## config.mk

```make
export PLATFORM = sky130hd
export DESIGN_NAME = bcd_serial_acc
export DESIGN_NICKNAME = d
export VERILOG_FILES = /design/src/rtl/bcd_acc_pkg.sv /design/src/rtl/bcd_digit_check.sv /design/src/rtl/bcd_mac10.sv /design/src/rtl/bcd_acc_reg.sv /design/src/rtl/bcd_serial_acc.sv
export SDC_FILE = /design/constraint.sdc
export NUM_CORES = 1
export LEC_CHECK = 0
export CAP_MARGIN = 20
export CORE_MARGIN = 10
export CORE_UTILIZATION = 57
export CTS_BUF_LIST = sky130_fd_sc_hd__clkbuf_16
export CTS_CLUSTER_SIZE = 28
export DETAILED_ROUTE_END_ITERATION = 8
export DONT_BUFFER_PORTS = 1
export PLACE_DENSITY = 0.78
export SETUP_SLACK_MARGIN = 0.3
export SYNTH_ARGS = -nofsm -noshare
export SYNTH_HDL_FRONTEND = slang
export SYNTH_HIERARCHICAL = 1
export SYNTH_SLANG_ARGS = --single-unit
```

## constraint.sdc

```tcl
create_clock -name clk -period 3.2 [get_ports clk]
set_input_delay 0.16 -clock clk [delete_from_list [all_inputs] [get_ports clk]]
set_output_delay 0.16 -clock clk [all_outputs]
set_load 0.05 [all_outputs]
```

## src/rtl/bcd_acc_pkg.sv

```systemverilog
package bcd_acc_pkg;
  localparam int unsigned DIGIT_BITS = 4;
  localparam int unsigned DEC_MAX    = 9;

  // A digit code is decimal when it is at most nine
  function automatic logic is_decimal(input logic [DIGIT_BITS-1:0] code);
    return code <= DIGIT_BITS'(DEC_MAX);
  endfunction
endpackage

```

## src/rtl/bcd_digit_check.sv

```systemverilog
module bcd_digit_check
  import bcd_acc_pkg::*;
#(
  parameter int unsigned DIGIT_W = DIGIT_BITS
) (
  input  logic [DIGIT_W-1:0] code_i,
  output logic               decimal_o
);
  always_comb decimal_o = is_decimal(DIGIT_BITS'(code_i));
endmodule

```

## src/rtl/bcd_mac10.sv

```systemverilog
module bcd_mac10 #(
  parameter int unsigned ACC_W   = 16,
  parameter int unsigned DIGIT_W = 4
) (
  input  logic [ACC_W-1:0]   acc_i,
  input  logic [DIGIT_W-1:0] digit_i,
  output logic [ACC_W-1:0]   sum_o,
  output logic               ovf_o
);
  localparam int unsigned EXT_W = ACC_W + 4;

  // Ten times acc plus digit: two shifted copies of acc and the digit, added in the wide width
  function automatic logic [EXT_W-1:0] times_ten_plus(input logic [ACC_W-1:0] a,
                                                      input logic [DIGIT_W-1:0] d);
    logic [EXT_W-1:0] by8, by2;
    by8 = {1'b0, a, 3'b000};
    by2 = {3'b000, a, 1'b0};
    return by8 + by2 + EXT_W'(d);
  endfunction

  logic [EXT_W-1:0] wide_sum;

  always_comb begin
    wide_sum = times_ten_plus(acc_i, digit_i);
    sum_o    = wide_sum[ACC_W-1:0];
    ovf_o    = |wide_sum[EXT_W-1:ACC_W];
  end
endmodule

```

## src/rtl/bcd_acc_reg.sv

```systemverilog
module bcd_acc_reg #(
  parameter int unsigned ACC_W = 16
) (
  input  logic             clk,
  input  logic             rst,
  input  logic             take_i,
  input  logic             flag_i,
  input  logic [ACC_W-1:0] next_i,
  output logic [ACC_W-1:0] acc_o,
  output logic             err_o
);
  always_ff @(posedge clk) begin
    if (rst) begin
      acc_o <= '0;
      err_o <= 1'b0;
    end else begin
      if (take_i) acc_o <= next_i;
      if (flag_i) err_o <= 1'b1;
    end
  end


  sticky_err_chk: assert property (@(posedge clk) disable iff (rst) err_o |=> err_o);

  hold_value_chk: assert property (@(posedge clk) disable iff (rst) !take_i |=> $stable(acc_o));
endmodule

```

## src/rtl/bcd_serial_acc.sv

```systemverilog
module bcd_serial_acc #(
  parameter int unsigned ACC_W   = 16,
  parameter int unsigned DIGIT_W = 4
) (
  input  logic               clk,
  input  logic               rst,
  input  logic [DIGIT_W-1:0] digit_in,
  input  logic               send,
  output logic [ACC_W-1:0]   value_out,
  output logic               err_out
);
  logic             digit_ok;
  logic [ACC_W-1:0] mac_sum;
  logic             mac_ovf;
  logic             take_entry;
  logic             flag_entry;

  bcd_digit_check #(.DIGIT_W(DIGIT_W)) u_chk (
    .code_i(digit_in), .decimal_o(digit_ok)
  );

  bcd_mac10 #(.ACC_W(ACC_W), .DIGIT_W(DIGIT_W)) u_mac (
    .acc_i(value_out), .digit_i(digit_in), .sum_o(mac_sum), .ovf_o(mac_ovf)
  );

  always_comb begin
    take_entry = send && digit_ok && !mac_ovf;
    flag_entry = send && (!digit_ok || mac_ovf);
  end

  bcd_acc_reg #(.ACC_W(ACC_W)) u_reg (
    .clk(clk), .rst(rst), .take_i(take_entry), .flag_i(flag_entry),
    .next_i(mac_sum), .acc_o(value_out), .err_o(err_out)
  );


  step_value_chk: assert property (@(posedge clk) disable iff (rst)
    take_entry |=> 64'(value_out) == 64'($past(value_out)) * 64'd10 + 64'($past(digit_in)));

  bad_digit_chk: assert property (@(posedge clk) disable iff (rst)
    (send && digit_in > DIGIT_W'(9)) |=> (err_out && $stable(value_out)));

  no_overflow_chk: assert property (@(posedge clk) disable iff (rst)
    (send && 64'(value_out) * 64'd10 + 64'(digit_in) > 64'((64'd1 << ACC_W) - 1))
      |=> (err_out && $stable(value_out)));

  idle_err_chk: assert property (@(posedge clk) disable iff (rst)
    !send |=> $stable(err_out));
endmodule

```

### Yosys cells after proc, flatten, opt, wreduce, memory -nomap -nowiden

Index checks and enable logic that the tools add are counted.

* add/subtract/negate cells: 2
* $lt $le $gt $ge: 1
* reduce and logical (&&, ||, !) cells: 7

Operators by type and width (count)
* 19-bit by 17-bit adder with 20-bit output: 1
* 20-bit by 4-bit adder with 20-bit output: 1
* 4-bit <= comparator (second input constant): 1
* 4-bit OR reduction: 1
* 1-bit logical AND: 3
* 1-bit logical NOT: 2
* 1-bit logical OR: 1

* flip-flop bits (word level): 17
* input bits: 7
* output and inout bits: 17
* logic and storage cells: 12

### Logic depth before layout (Yosys ltp)

Gate-level depths: netlist of the first run.

* word-level depth: 5
* depth in mapped cells: 17
* depth with buffers taken out: 15

### Hierarchy

The synthesis of the first run kept the hierarchy.

Modules (own cells, without submodules)
* bcd_mac10: times used 1, cells an instance 132, area an instance 1019.7 um^2, sequential area each 0.0 um^2
* bcd_acc_reg: times used 1, cells an instance 55, area an instance 609.3 um^2, sequential area each 340.3 um^2
* bcd_serial_acc: times used 1, cells an instance 3, area an instance 17.5 um^2, sequential area each 0.0 um^2
* bcd_digit_check: times used 1, cells an instance 1, area an instance 5.0 um^2, sequential area each 0.0 um^2

### Worst setup path after synthesis of the first run

OpenSTA, ideal clock, no wires.

* kind: flip-flop to flip-flop
* start point: register u_reg.acc_o[0]
* end point: register u_reg.acc_o[10]
* setup time: 117 ps
* data arrival time: 3479 ps
* required time: 3083 ps
* path slack: -396 ps
* stages on the path, launching flop included: 17
* buffers on the path: 2
* clock period less this slack: 3596 ps
* cell sequence: dfxtp_1 -> inv_1 -> fa_1 -> fa_1 -> nor2b_4 -> o31a_1 -> o21a_1 -> nor2_1 -> o31a_1 -> xor2_1 -> nand4_1 -> inv_1 -> and3_1 -> buf_6 -> buf_12 -> mux2i_1 -> nor2_1

* word-level cells in the longest chain between the ends: 5

RTL lines
* start: declaration: line bcd_acc_reg.sv:9 `output logic [ACC_W-1:0] acc_o,`
* start signal: assignment: line bcd_acc_reg.sv:17 `if (take_i) acc_o <= next_i;`
* 19-bit by 17-bit adder with 20-bit output: line bcd_mac10.sv:18 `return by8 + by2 + EXT_W'(d);`
* 20-bit by 4-bit adder with 20-bit output: line bcd_mac10.sv:18
* 4-bit OR reduction: line bcd_mac10.sv:26 `ovf_o = |wide_sum[EXT_W-1:ACC_W];`
* via mac_ovf: line bcd_serial_acc.sv:14 `logic mac_ovf;`
* 1-bit logical NOT: line bcd_serial_acc.sv:27 `take_entry = send && digit_ok && !mac_ovf;`
* 1-bit logical AND: line bcd_serial_acc.sv:27
* via take_entry: line bcd_serial_acc.sv:15 `logic take_entry;`

The timed path passes the listed nets, and every way through them passes these cells.
A chain may end at the register's enable or synchronous reset.

### Final worst setup path of the first run

* start point: register u_reg.acc_o[0]
* end point: register u_reg.acc_o[14]

The elaborated chain is that of the path after synthesis.

==> run metrics, run 1 <==
post-route ant nets=0; CTS Buf Count=3; post-route cell area=1998 µm²; status=finished with violations; Synth Cell Area=1652 µm²; H-tree levels=1; crit start category=register; Final min period=3.165 ns; Pwr Density=346.9 nW/µm²; dpl cell area=1841 µm²; failing checks=hold timing; Achievable Freq=315.9 MHz; Die Wd=73.83 µm; CP Launch Point=u_reg/acc_o[0]; Max Cap Violations=0; IO Pins=24; Critical Path Slowest Stage Cell=fa_1; WL met1=1752 µm; hold crit path type=in2reg; Clock Path Buffers=2; CP required=3.34 ns; GP Congestion=0.9178; Crit path largest cell delay=0.55 ns; top sig layer=met4; all-layer global routing usage=15.05%; worst r2r dst=u_reg/acc_o[14]; Site Rows=19; largest net degree at the start of global routing=18; initial antenna violation count=0; # placed instances=235; worst hold slack=-0.03970 ns; Slew @ Worst Pin=0.5087 ns; ant diodes=0; post-route setup TNS=0 ns; Setup CP Type=reg2reg; Fin. Hold Viols=17; wire length per cell=16.24 µm; number of global-route vias before repair=1496; Root Buffer=clkbuf_16; total die area=5451 µm²; distinct cell type count after synthesis=38; Pins Over Slew Limit=0; Post-Syn Nets=231; first-pass GRT wire length=6658 µm; RSZ-0062 raised after global routing=yes; worst-path fanout max=4; FF-to-FF path depth=16; Initial DRC Count=59; fin nets=255; Hold Startpoint=rst; endpoint class of the critical path=register; WL met2=1876 µm; clock sinks=17; crit path DAT=3.31 ns; die span in y=73.83 µm; R2R Setup Slk=0.03 ns; reg2reg start=u_reg/acc_o[0]; Avg Cell Area, Syn=8.647 µm²; gr ovfl total=0; Initial Utilization=59.89%; DP HPWL=3053 µm; input/output buffers=0; Tcrit/Tclk final=98.92%; Reg clk slew, reported paths=0.06 ns; cells along the critical path=inv_2 > fa_1 > fa_2 > nor2b_4 > o31a_1 > buf_4 > o21ai_4 > nor3_2 > a211oi_2 > xor2_1 > nand4_1 > inv_1 > and3_4 > buf_4 > mux2i_1 > nor2_1; Final Non-Filler Cells=245; Hold Path End=u_reg/acc_o[2]; layout cells sized above 1=28.50%; clk_skew=0.004262 ns; LEAKAGE=1.009 nW; Post-synth ARST share=0%; CTS tree=built; Top FF cell, synth=dfxtp_1; vias per cell=5.918; worst hold stages=1; Most common cell on crit path=buf_4; Max VDD drop=0.3134 mV; vias=1450; routed length on met3=277 µm; total of warnings raised by yosys=6; Layout area overhead=20.99%; core area=2758 µm²; Clk Latency, worst-skew pair=0.25 ns; drt first pass iters=5; Synth Instances=191; Rel. slew slack=66.04%; DRC viols=0; post-synthesis sequential area ratio=20.61%; #FFs+latches synth=17; Power, Total=693.2 µW; Setup violations, final=0; number of enable flip-flop cells after synthesis=0; final WL=3979 µm
==> report_power, final <==
group          total (mW)  switching [mW]  internal, mW
registers           0.239          0.0155         0.224
logic               0.195           0.114        0.0808
clock network       0.259          0.0915         0.168
total               0.693           0.221         0.472
==> synthesized netlist by cell type, drive strengths merged, types with 2 or more instances <==
library cell | instances | area share, %
nor2 | 28 | 6.4
a21oi | 13 | 4.2
dfxtp | 17 | 21
ha | 31 | 23
a21boi | 2 | 0.91
nand3 | 4 | 1.2
a21o | 4 | 1.8
mux2i | 16 | 9.7
xnor2 | 8 | 4.2
xor2 | 6 | 3.2
o31a | 2 | 1.1
nor2b | 2 | 1.2
nor3 | 3 | 0.91
o21ai | 8 | 2.9
a31oi | 2 | 0.76
inv | 10 | 2.3
fa | 2 | 2.4
o21a | 3 | 1.4
buf | 5 | 3.0
a211oi | 3 | 1.7
nand2 | 11 | 2.5
nand4 | 4 | 1.5
==> flip-flops by register name, indices dropped and copies added (netlist names) <==
name,count
u_reg/err_o,1
u_reg/acc_o,16
==> logic make-up (layout without fill, tap and decap cells) <==
kind of cell | count (synthesis) | after routing | synth area share, %
buffers and inverters | 16 | 39 | 5.455
xor gates and xnor gates | 14 | 14 | 7.424
muxes | 16 | 16 | 9.697
and+or+nand+nor | 55 | 55 | 14.85
DFF | 17 | 17 | 20.61
AOI/OAI and AO/OA | 40 | 40 | 16.06
adders and majority gates | 33 | 33 | 25.91
==> per-stage QoR <==
stage | setup slack, ns | utilization, % | hold WS [ns]
after floorplan | 0.09695 | - | 0.3874
after global placement | 0.1189 | 66.74 | 0.2258
after detailed placement | -0.01086 | 66.74 | 0.2279
after CTS | 0.06310 | 71.87 | -0.03736
after global routing | -0.1178 | 72.46 | -0.03823
final | 0.03455 | 72.46 | -0.03970
==> repair_timing <==
action	CTS	global route
endpoints found under the setup margin	16	16
endpoints found under the hold margin	17	17
setup buffers	4	1
gates cloned	1	0
pin swaps	9	0
gates resized for setup	9	1
==> layer usage <==
metal	track usage [%]	vias up
li1	-	721
met1	17.48	676
met2	24.81	46
met3	4.172	7
met4	7.039	0
met5	0	-
==> worst max path at each step <==
stage | slack (ns) | to
5_1_grt | -0.12 | u_reg/acc_o[15]
3_5_place_dp | -0.01 | u_reg/acc_o[7]
6_report | 0.03 | u_reg/acc_o[14]
4_1_cts | 0.06 | u_reg/acc_o[6]
3_3_place_gp | 0.12 | u_reg/acc_o[7]
2_1_floorplan | 0.1 | u_reg/acc_o[11]
==> final cells by class <==
| cell class | count | area (µm²) |
|---|---|---|
| Multi-Input combinational cell | 158 | 1276 |
| Fill cell | 197 | 759.5 |
| Sequential cell | 17 | 366.6 |
| Timing Repair Buffer | 25 | 198.9 |
| Clock buffer | 3 | 75.07 |
| Tap cell | 31 | 38.79 |
| Inverter | 10 | 37.54 |
| Clock inverter | 1 | 5.005 |
==> layout by cell type, fill, tap and decap left out, types with 2 or more instances in the layout <==
master     Yosys  final
o21ai_0        5      5
inv_1         10      7
o31a_1         2      2
dfxtp_2        0     12
dfxtp_1       17      2
nand3_1        4      3
o21a_1         3      3
a21o_1         4      4
nor3_1         3      2
nor2_1        28     27
clkbuf_16      0      3
buf_4          1     23
xor2_1         6      6
xnor2_1        8      8
ha_1          31     30
nand2_1       11     11
inv_2          0      3
nand4_1        4      4
dfxtp_4        0      3
a21oi_1       12     12
a211oi_1       2      2
mux2i_1       16     16
==> worst max-delay path, delay by kind of cell (launching register included) <==
family,cells,cell delay (ns)
adder cells (fa/ha/maj),2,0.80
AO/OA/AOI/OAI,3,0.57
AND/OR/NAND/NOR,5,0.49
buffers and inverters,4,0.44
flip-flops,1,0.36
multiplexers,1,0.20
XOR/XNOR,1,0.19
Power figures use the tool's default switching activity.
==> inputs of run 2 (changes only) <==
--- a/config.mk
+++ b/config.mk
@@ -7,14 +7,13 @@
 export LEC_CHECK = 0
 export CAP_MARGIN = 20
 export CORE_MARGIN = 10
-export CORE_UTILIZATION = 57
+export CORE_UTILIZATION = 58
 export CTS_BUF_LIST = sky130_fd_sc_hd__clkbuf_16
 export CTS_CLUSTER_SIZE = 28
 export DETAILED_ROUTE_END_ITERATION = 8
 export DONT_BUFFER_PORTS = 1
-export PLACE_DENSITY = 0.78
+export PLACE_DENSITY = 0.79
 export SETUP_SLACK_MARGIN = 0.3
 export SYNTH_ARGS = -nofsm -noshare
 export SYNTH_HDL_FRONTEND = slang
-export SYNTH_HIERARCHICAL = 1
 export SYNTH_SLANG_ARGS = --single-unit
==> run 2 against run 1 <==
Effect of this change: the run ends with setup timing left; sequential power hardly changed; worst setup slack got worse by 0.21 ns; total power grew 8.4%; design area up 18%; first-iteration DRC count is 140% higher; critical path depth decreased by 5; die area is 8.1% higher; global-route usage is 2.7 points higher; largest cell class unchanged.
==> run metrics, run 2 <==
gr ovfl total=0; Sw Share=33.16%; Post-synth ARST share=0%; Site Rows=20; hold crit path type=in2reg; post-route setup slack=-0.1711 ns; multi-input logic area=1475 µm²; status=finished with violations; Clock power frac=33.9%; Synth top area share=20.75%; crit start category=register; clk_skew=0.001685 ns; Final Non-Filler Cells=307; sequential power share=32.0%; top sig layer=met4; Synth top cells by count=ha_1, nand2_1, dfxtp_1, a21oi_1, nor2_1; power share of the combinational group=34.1%; worst r2r dst=u_reg.acc_o[8]; core area=3078 µm²; Hold Startpoint=rst; # placed instances=296; Initial Utilization=60.73%; failing checks=setup timing; Power Internal=502.0 µW; Setup violations, final=17; H-tree levels=1; crit path DAT=3.51 ns; critical path endpoint=u_reg.acc_o[8]; R2R Setup Slk=-0.17 ns; #FFs+latches synth=17; distinct cell type count after synthesis=50; input/output buffers=0; Avg Cell Area, Syn=8.308 µm²; Filler cells=212; sw power=249.1 µW; Rel. slew slack=62.00%; Max VDD drop=0.2215 mV; initial antenna violation count=0; commonest non-fill, non-tap cells in the layout=buf_4, ha_1, nand2_1; CTS Buf Count=3; Clock Path Buffers=2; Register Area=351.6 µm²; final WL=5377 µm; WL met1=2256 µm; CP required=3.34 ns; worst-path fanout max=5; Pwr Density=318.8 nW/µm²; RSZ-0062 raised after global routing=yes; FF-to-FF path depth=11; CP Launch Point=u_reg.acc_o[2]; ant diodes=0; commonest non-fill, non-tap cell in the layout=buf_4; endpoint class of the critical path=register; max reg flops=16; IO Pins=24; first-pass GRT wire length=8804 µm; worst hold slack=0.006678 ns; Max Cap Violations=0; count leader, synth=ha_1; layout cells sized above 1=30.42%; number of enable flip-flop cells after synthesis=0; post-synthesis sequential area ratio=18.21%; Power, Total=751.1 µW; DP HPWL=3923 µm; Pins Over Slew Limit=0; DRC viols=0; clock sinks=17; post-route ant nets=0; largest cells by area after synthesis=ha_1, dfxtp_1, nand2_1; Synth Cell Area=1869 µm²; Synth Instances=225; Die Wd=76.77 µm; Top FF cell, synth=dfxtp_1; number of global-route vias before repair=1908; GP Congestion=0.9481; total die area=5894 µm²; vias=1845; Setup CP Type=reg2reg; Fin. Hold Viols=0; Post-Syn Nets=265; WL met2=2658 µm; Largest Register=u_reg.acc_o; CTS tree=built; cell accounting for the most synthesized area=ha_1; drt first pass iters=5; all-layer global routing usage=17.75%; routed length on met3=341 µm; wire length per cell=17.51 µm; Final min period=3.371 ns; Slew @ Worst Pin=0.5692 ns; largest registers=u_reg.acc_o (16), u_reg.err_o (1); reg2reg start=u_reg.acc_o[2]; largest net degree at the start of global routing=19; Clk Latency, worst-skew pair=0.25 ns; Tcrit/Tclk final=105.3%; Reg clk slew, reported paths=0.05 ns; Initial DRC Count=143; vias per cell=6.010; Root Buffer=clkbuf_16; Layout area overhead=26.04%; fin nets=304; die span in y=76.77 µm; LEAKAGE=1.172 nW; Achievable Freq=296.6 MHz; total of warnings raised by yosys=0; DP Worst Slack=-0.1698 ns
## run 2: changes by cell type after synthesis, moves of 5 or more
cell / change
nor2b_1: +8
nor3_1: +5
mux2i_1: -8
xnor2_1: -6
nor2_1: -14
mux2_2: +6
nand3_1: +5
nand2_1: +11
## run 2: logic make-up after synthesis
logic type | Yosys count | share of synthesized area [%]
muxes | 15 | 8.701
xor gates and xnor gates | 6 | 2.811
AOI/OAI and AO/OA | 51 | 19.08
buffers and inverters | 22 | 5.957
adders and majority gates | 33 | 22.89
and+or+nand+nor | 81 | 22.36
DFF | 17 | 18.21
## run 2: timing repair
action | in CTS | in global routing
hold buffers | 0 | 0
pin swaps | 0 | 1
setup endpoints to repair | 17 | 17
resized for setup | 11 | 5
setup buffers | 3 | 4
## run 2: critical path, cell delays in order (launching register included)
cell	delay, ns
dfxtp_4	0.35
inv_2	0.04
fa_1	0.49
fa_2	0.38
nand2b_4	0.16
a21oi_4	0.16
o211ai_2	0.10
and4_4	0.20
or4_4	0.48
or4_4	0.46
buf_6	0.16
mux2_4	0.29
## run 2: through the flow
step | util [%] | cell area, µm² | setup TNS, ns
floorplan | - | 1898 | -2.055
global placement | 70.08 | 2157 | -0.5393
detailed placement | 70.08 | 2157 | -1.566
CTS | 74.96 | 2307 | -0.9927
global route | 76.54 | 2356 | -3.177
finish | 76.54 | 2356 | -2.100
## run 2: power by group through the flow
stage | Combinational [mW] | Sequential [mW] | Clock [mW]
floorplan | 0.128 | 0.282 | 0
global placement | 0.224 | 0.243 | 0
detailed placement | 0.228 | 0.244 | 0
CTS | 0.242 | 0.240 | 0.258
global route | 0.279 | 0.242 | 0.266
finish | 0.256 | 0.241 | 0.254
## run 2: worst min-delay path by stage
stage	endpoint	slack (ns)	cells past startpoint
2_1_floorplan	u_reg.acc_o[0]	0.29	2
3_3_place_gp	u_reg.acc_o[15]	0.27	1
3_5_place_dp	u_reg.acc_o[15]	0.27	1
4_1_cts	u_reg.acc_o[15]	0.008	1
5_1_grt	u_reg.acc_o[15]	0.005	1
6_report	u_reg.acc_o[15]	0.007	1
## run 2: layout make-up
cell class              instances  area share (%)
clock buffers                   3           3.186
clock inverters                 1          0.1593
inverters                      14           2.230
multi-input cells             186           62.61
flip-flops and latches         17           14.92
well taps                      44           2.337
repair buffers                 42           14.55
## run 2: layer usage
metal	vias up	GRT usage (%)
li1	892	-
met1	876	20.53
met2	61	30.27
met3	16	4.779
met4	0	6.691
met5	-	0
==> inputs of run 3 (changes only) <==
--- a/config.mk
+++ b/config.mk
@@ -5,8 +5,9 @@
 export SDC_FILE = /design/constraint.sdc
 export NUM_CORES = 1
 export LEC_CHECK = 0
+export ABC_AREA = 1
 export CAP_MARGIN = 20
-export CORE_MARGIN = 10
+export CORE_MARGIN = 1.5
 export CORE_UTILIZATION = 58
 export CTS_BUF_LIST = sky130_fd_sc_hd__clkbuf_16
 export CTS_CLUSTER_SIZE = 28
==> run 3 against run 2 <==
Effect of this change: combinational power rose to 7.0 times the previous value; register-to-register slack improved by 0.68 ns; highest routed layer unchanged; critical path depth rose by 5; wire length down 2.0%; total power rose to 3.2 times the previous value; sequential cell count unchanged; design area increased by 2.8%; utilization is 5.6 points lower; the flow now finishes without violations.
==> run metrics, run 3 <==
number of enable flip-flop cells after synthesis=0; input/output buffers=0; Post-Syn Nets=390; worst-path fanout max=10; hold crit path type=in2reg; post-route setup TNS=0 ns; ant diodes=0; max reg flops=16; Site Rows=21; Power, Total=2.427 mW; Clk Latency, worst-skew pair=0.26 ns; Avg Cell Area, Syn=6.013 µm²; Synth Cell Area=2105 µm²; DP HPWL=3960 µm; core area=3416 µm²; Final Non-Filler Cells=419; Register Area=342.8 µm²; Root Buffer=clkbuf_16; Synth Instances=350; gr ovfl total=0; IO Pins=24; largest cells by area after synthesis=nand2_1, ha_1, dfxtp_1; post-route cell area=2422 µm²; crit start category=register; clock sinks=17; Initial Utilization=61.61%; wire length per cell=12.58 µm; Synth top cells by count=nand2_1, inv_1, nor2_1, ha_1; Reg clk slew, reported paths=0.06 ns; Max Cap Violations=0; count leader, synth=nand2_1; drt first pass iters=4; Fin. Hold Viols=0; Layout area overhead=15.10%; Setup CP Type=reg2reg; Setup violations, final=0; vias=2116; dpl cell area=2258 µm²; number of global-route vias before repair=2046; endpoint class of the critical path=register; clk_skew=0.002624 ns; total of warnings raised by yosys=0; post-route ant nets=0; fin nets=414; Initial DRC Count=132; Rel. slew slack=66.29%; CTS Buf Count=3; Post-synth ARST share=0%; layout cells sized above 1=11.80%; status=completed; commonest non-fill, non-tap cell in the layout=nand2_1; Pins Over Slew Limit=0; #FFs+latches synth=17; Synth top area share=21.05%; largest registers=u_reg.acc_o (16), u_reg.err_o (1); multi-input logic area=1464 µm²; Top FF cell, synth=dfxtp_1; CP required=3.35 ns; final WL=5270 µm; LEAKAGE=1.460 nW; Clock Path Buffers=2; distinct cell type count after synthesis=28; worst hold slack=0.05480 ns; Die Wd=63.24 µm; largest net degree at the start of global routing=19; initial antenna violation count=0; total die area=3999 µm²; Max VDD drop=0.5708 mV; vias per cell=5.050; RSZ-0062 raised after global routing=no; Tcrit/Tclk final=84.16%; CTS tree=built; Largest Register=u_reg.acc_o; Achievable Freq=371.3 MHz; first-pass GRT wire length=8790 µm; H-tree levels=1; commonest non-fill, non-tap cells in the layout=nand2_1, inv_1, nor2_1; post-synthesis sequential area ratio=16.17%; cell accounting for the most synthesized area=nand2_1; GP Congestion=0.9106; Slew @ Worst Pin=0.5050 ns; all-layer global routing usage=27.27%; crit path DAT=2.85 ns; die span in y=63.24 µm; Filler cells=300; DRC viols=0; Final min period=2.693 ns; Pwr Density=1002 nW/µm²; # placed instances=407
## run 3: cell type report
class	count	share of cell area, %
inverters	77	11.93
multi-input cells	251	60.43
repair buffers	24	7.696
flip-flops and latches	17	14.15
clock buffers	3	3.099
well taps	46	2.376
clock inverters	1	0.3099
## run 3: power by group
| group | internal [mW] | leakage [nW] | switching, mW |
|---|---|---|---|
| Sequential | 0.295 | 0.141 | 0.0897 |
| Clock | 0.169 | 0.0371 | 0.0955 |
| Combinational | 0.630 | 1.28 | 1.15 |
| Total | 1.09 | 1.46 | 1.33 |
## run 3: worst paths after layout
kind	end	from	slack, ns	depth (start not counted)
setup reg to reg	u_reg.acc_o[12]	u_reg.acc_o[2]	0.51	16
hold / removal	u_reg.err_o	send	0.05	2
hold reg to reg	u_reg.acc_o[9]	u_reg.acc_o[9]	0.57	4
setup / recovery	u_reg.acc_o[12]	u_reg.acc_o[2]	0.51	16
## run 3: through the flow
step / util, % / setup WS, ns
floorplan: - / 0.4352
global placement: 66.12 / 0.4980
detailed placement: 66.12 / 0.4108
CTS: 68.83 / 0.3602
global route: 70.92 / 0.3366
finish: 70.92 / 0.5069
## run 3: logic make-up (layout without fill, tap and decap cells)
group	after synthesis	count (layout)	share of synthesized area (%)
adder cells (fa/ha/maj)	33	33	20.33
XOR/XNOR	10	10	4.162
buffers and inverters	83	105	15.34
flip-flops	17	17	16.17
AO/OA/AOI/OAI	13	13	3.210
AND/OR/NAND/NOR	194	195	40.78
## run 3: timing repair
item / in CTS / in global routing
endpoints found under the hold margin: 1 / 0
endpoints found under the setup margin: 0 / 16
buffers inserted: 0 / 6
resized for setup: 0 / 4
hold buffers: 1 / 0
## run 3: routing by layer
| layer | GRT usage (%) | vias to the layer above | wire [µm] |
|---|---|---|---|
| li1 | - | 1121 | - |
| met1 | 36.59 | 919 | 2380 |
| met2 | 45.35 | 70 | 2420 |
| met3 | 4.643 | 6 | 399 |
| met4 | 7.065 | 0 | 68 |
| met5 | 0 | - | 0 |
## run 3: critical path, cell delays in order, from the launching register on
cell	delay [ns]
dfxtp_2	0.32
buf_4	0.19
ha_1	0.30
ha_1	0.35
nand2_1	0.09
nand2_1	0.10
nand2_1	0.09
nand3_2	0.12
nand2_1	0.11
nand2_1	0.06
nand2_1	0.06
nand2_1	0.10
nor2_4	0.27
buf_6	0.18
nand4_1	0.11
nand2_1	0.11
nor2_1	0.05
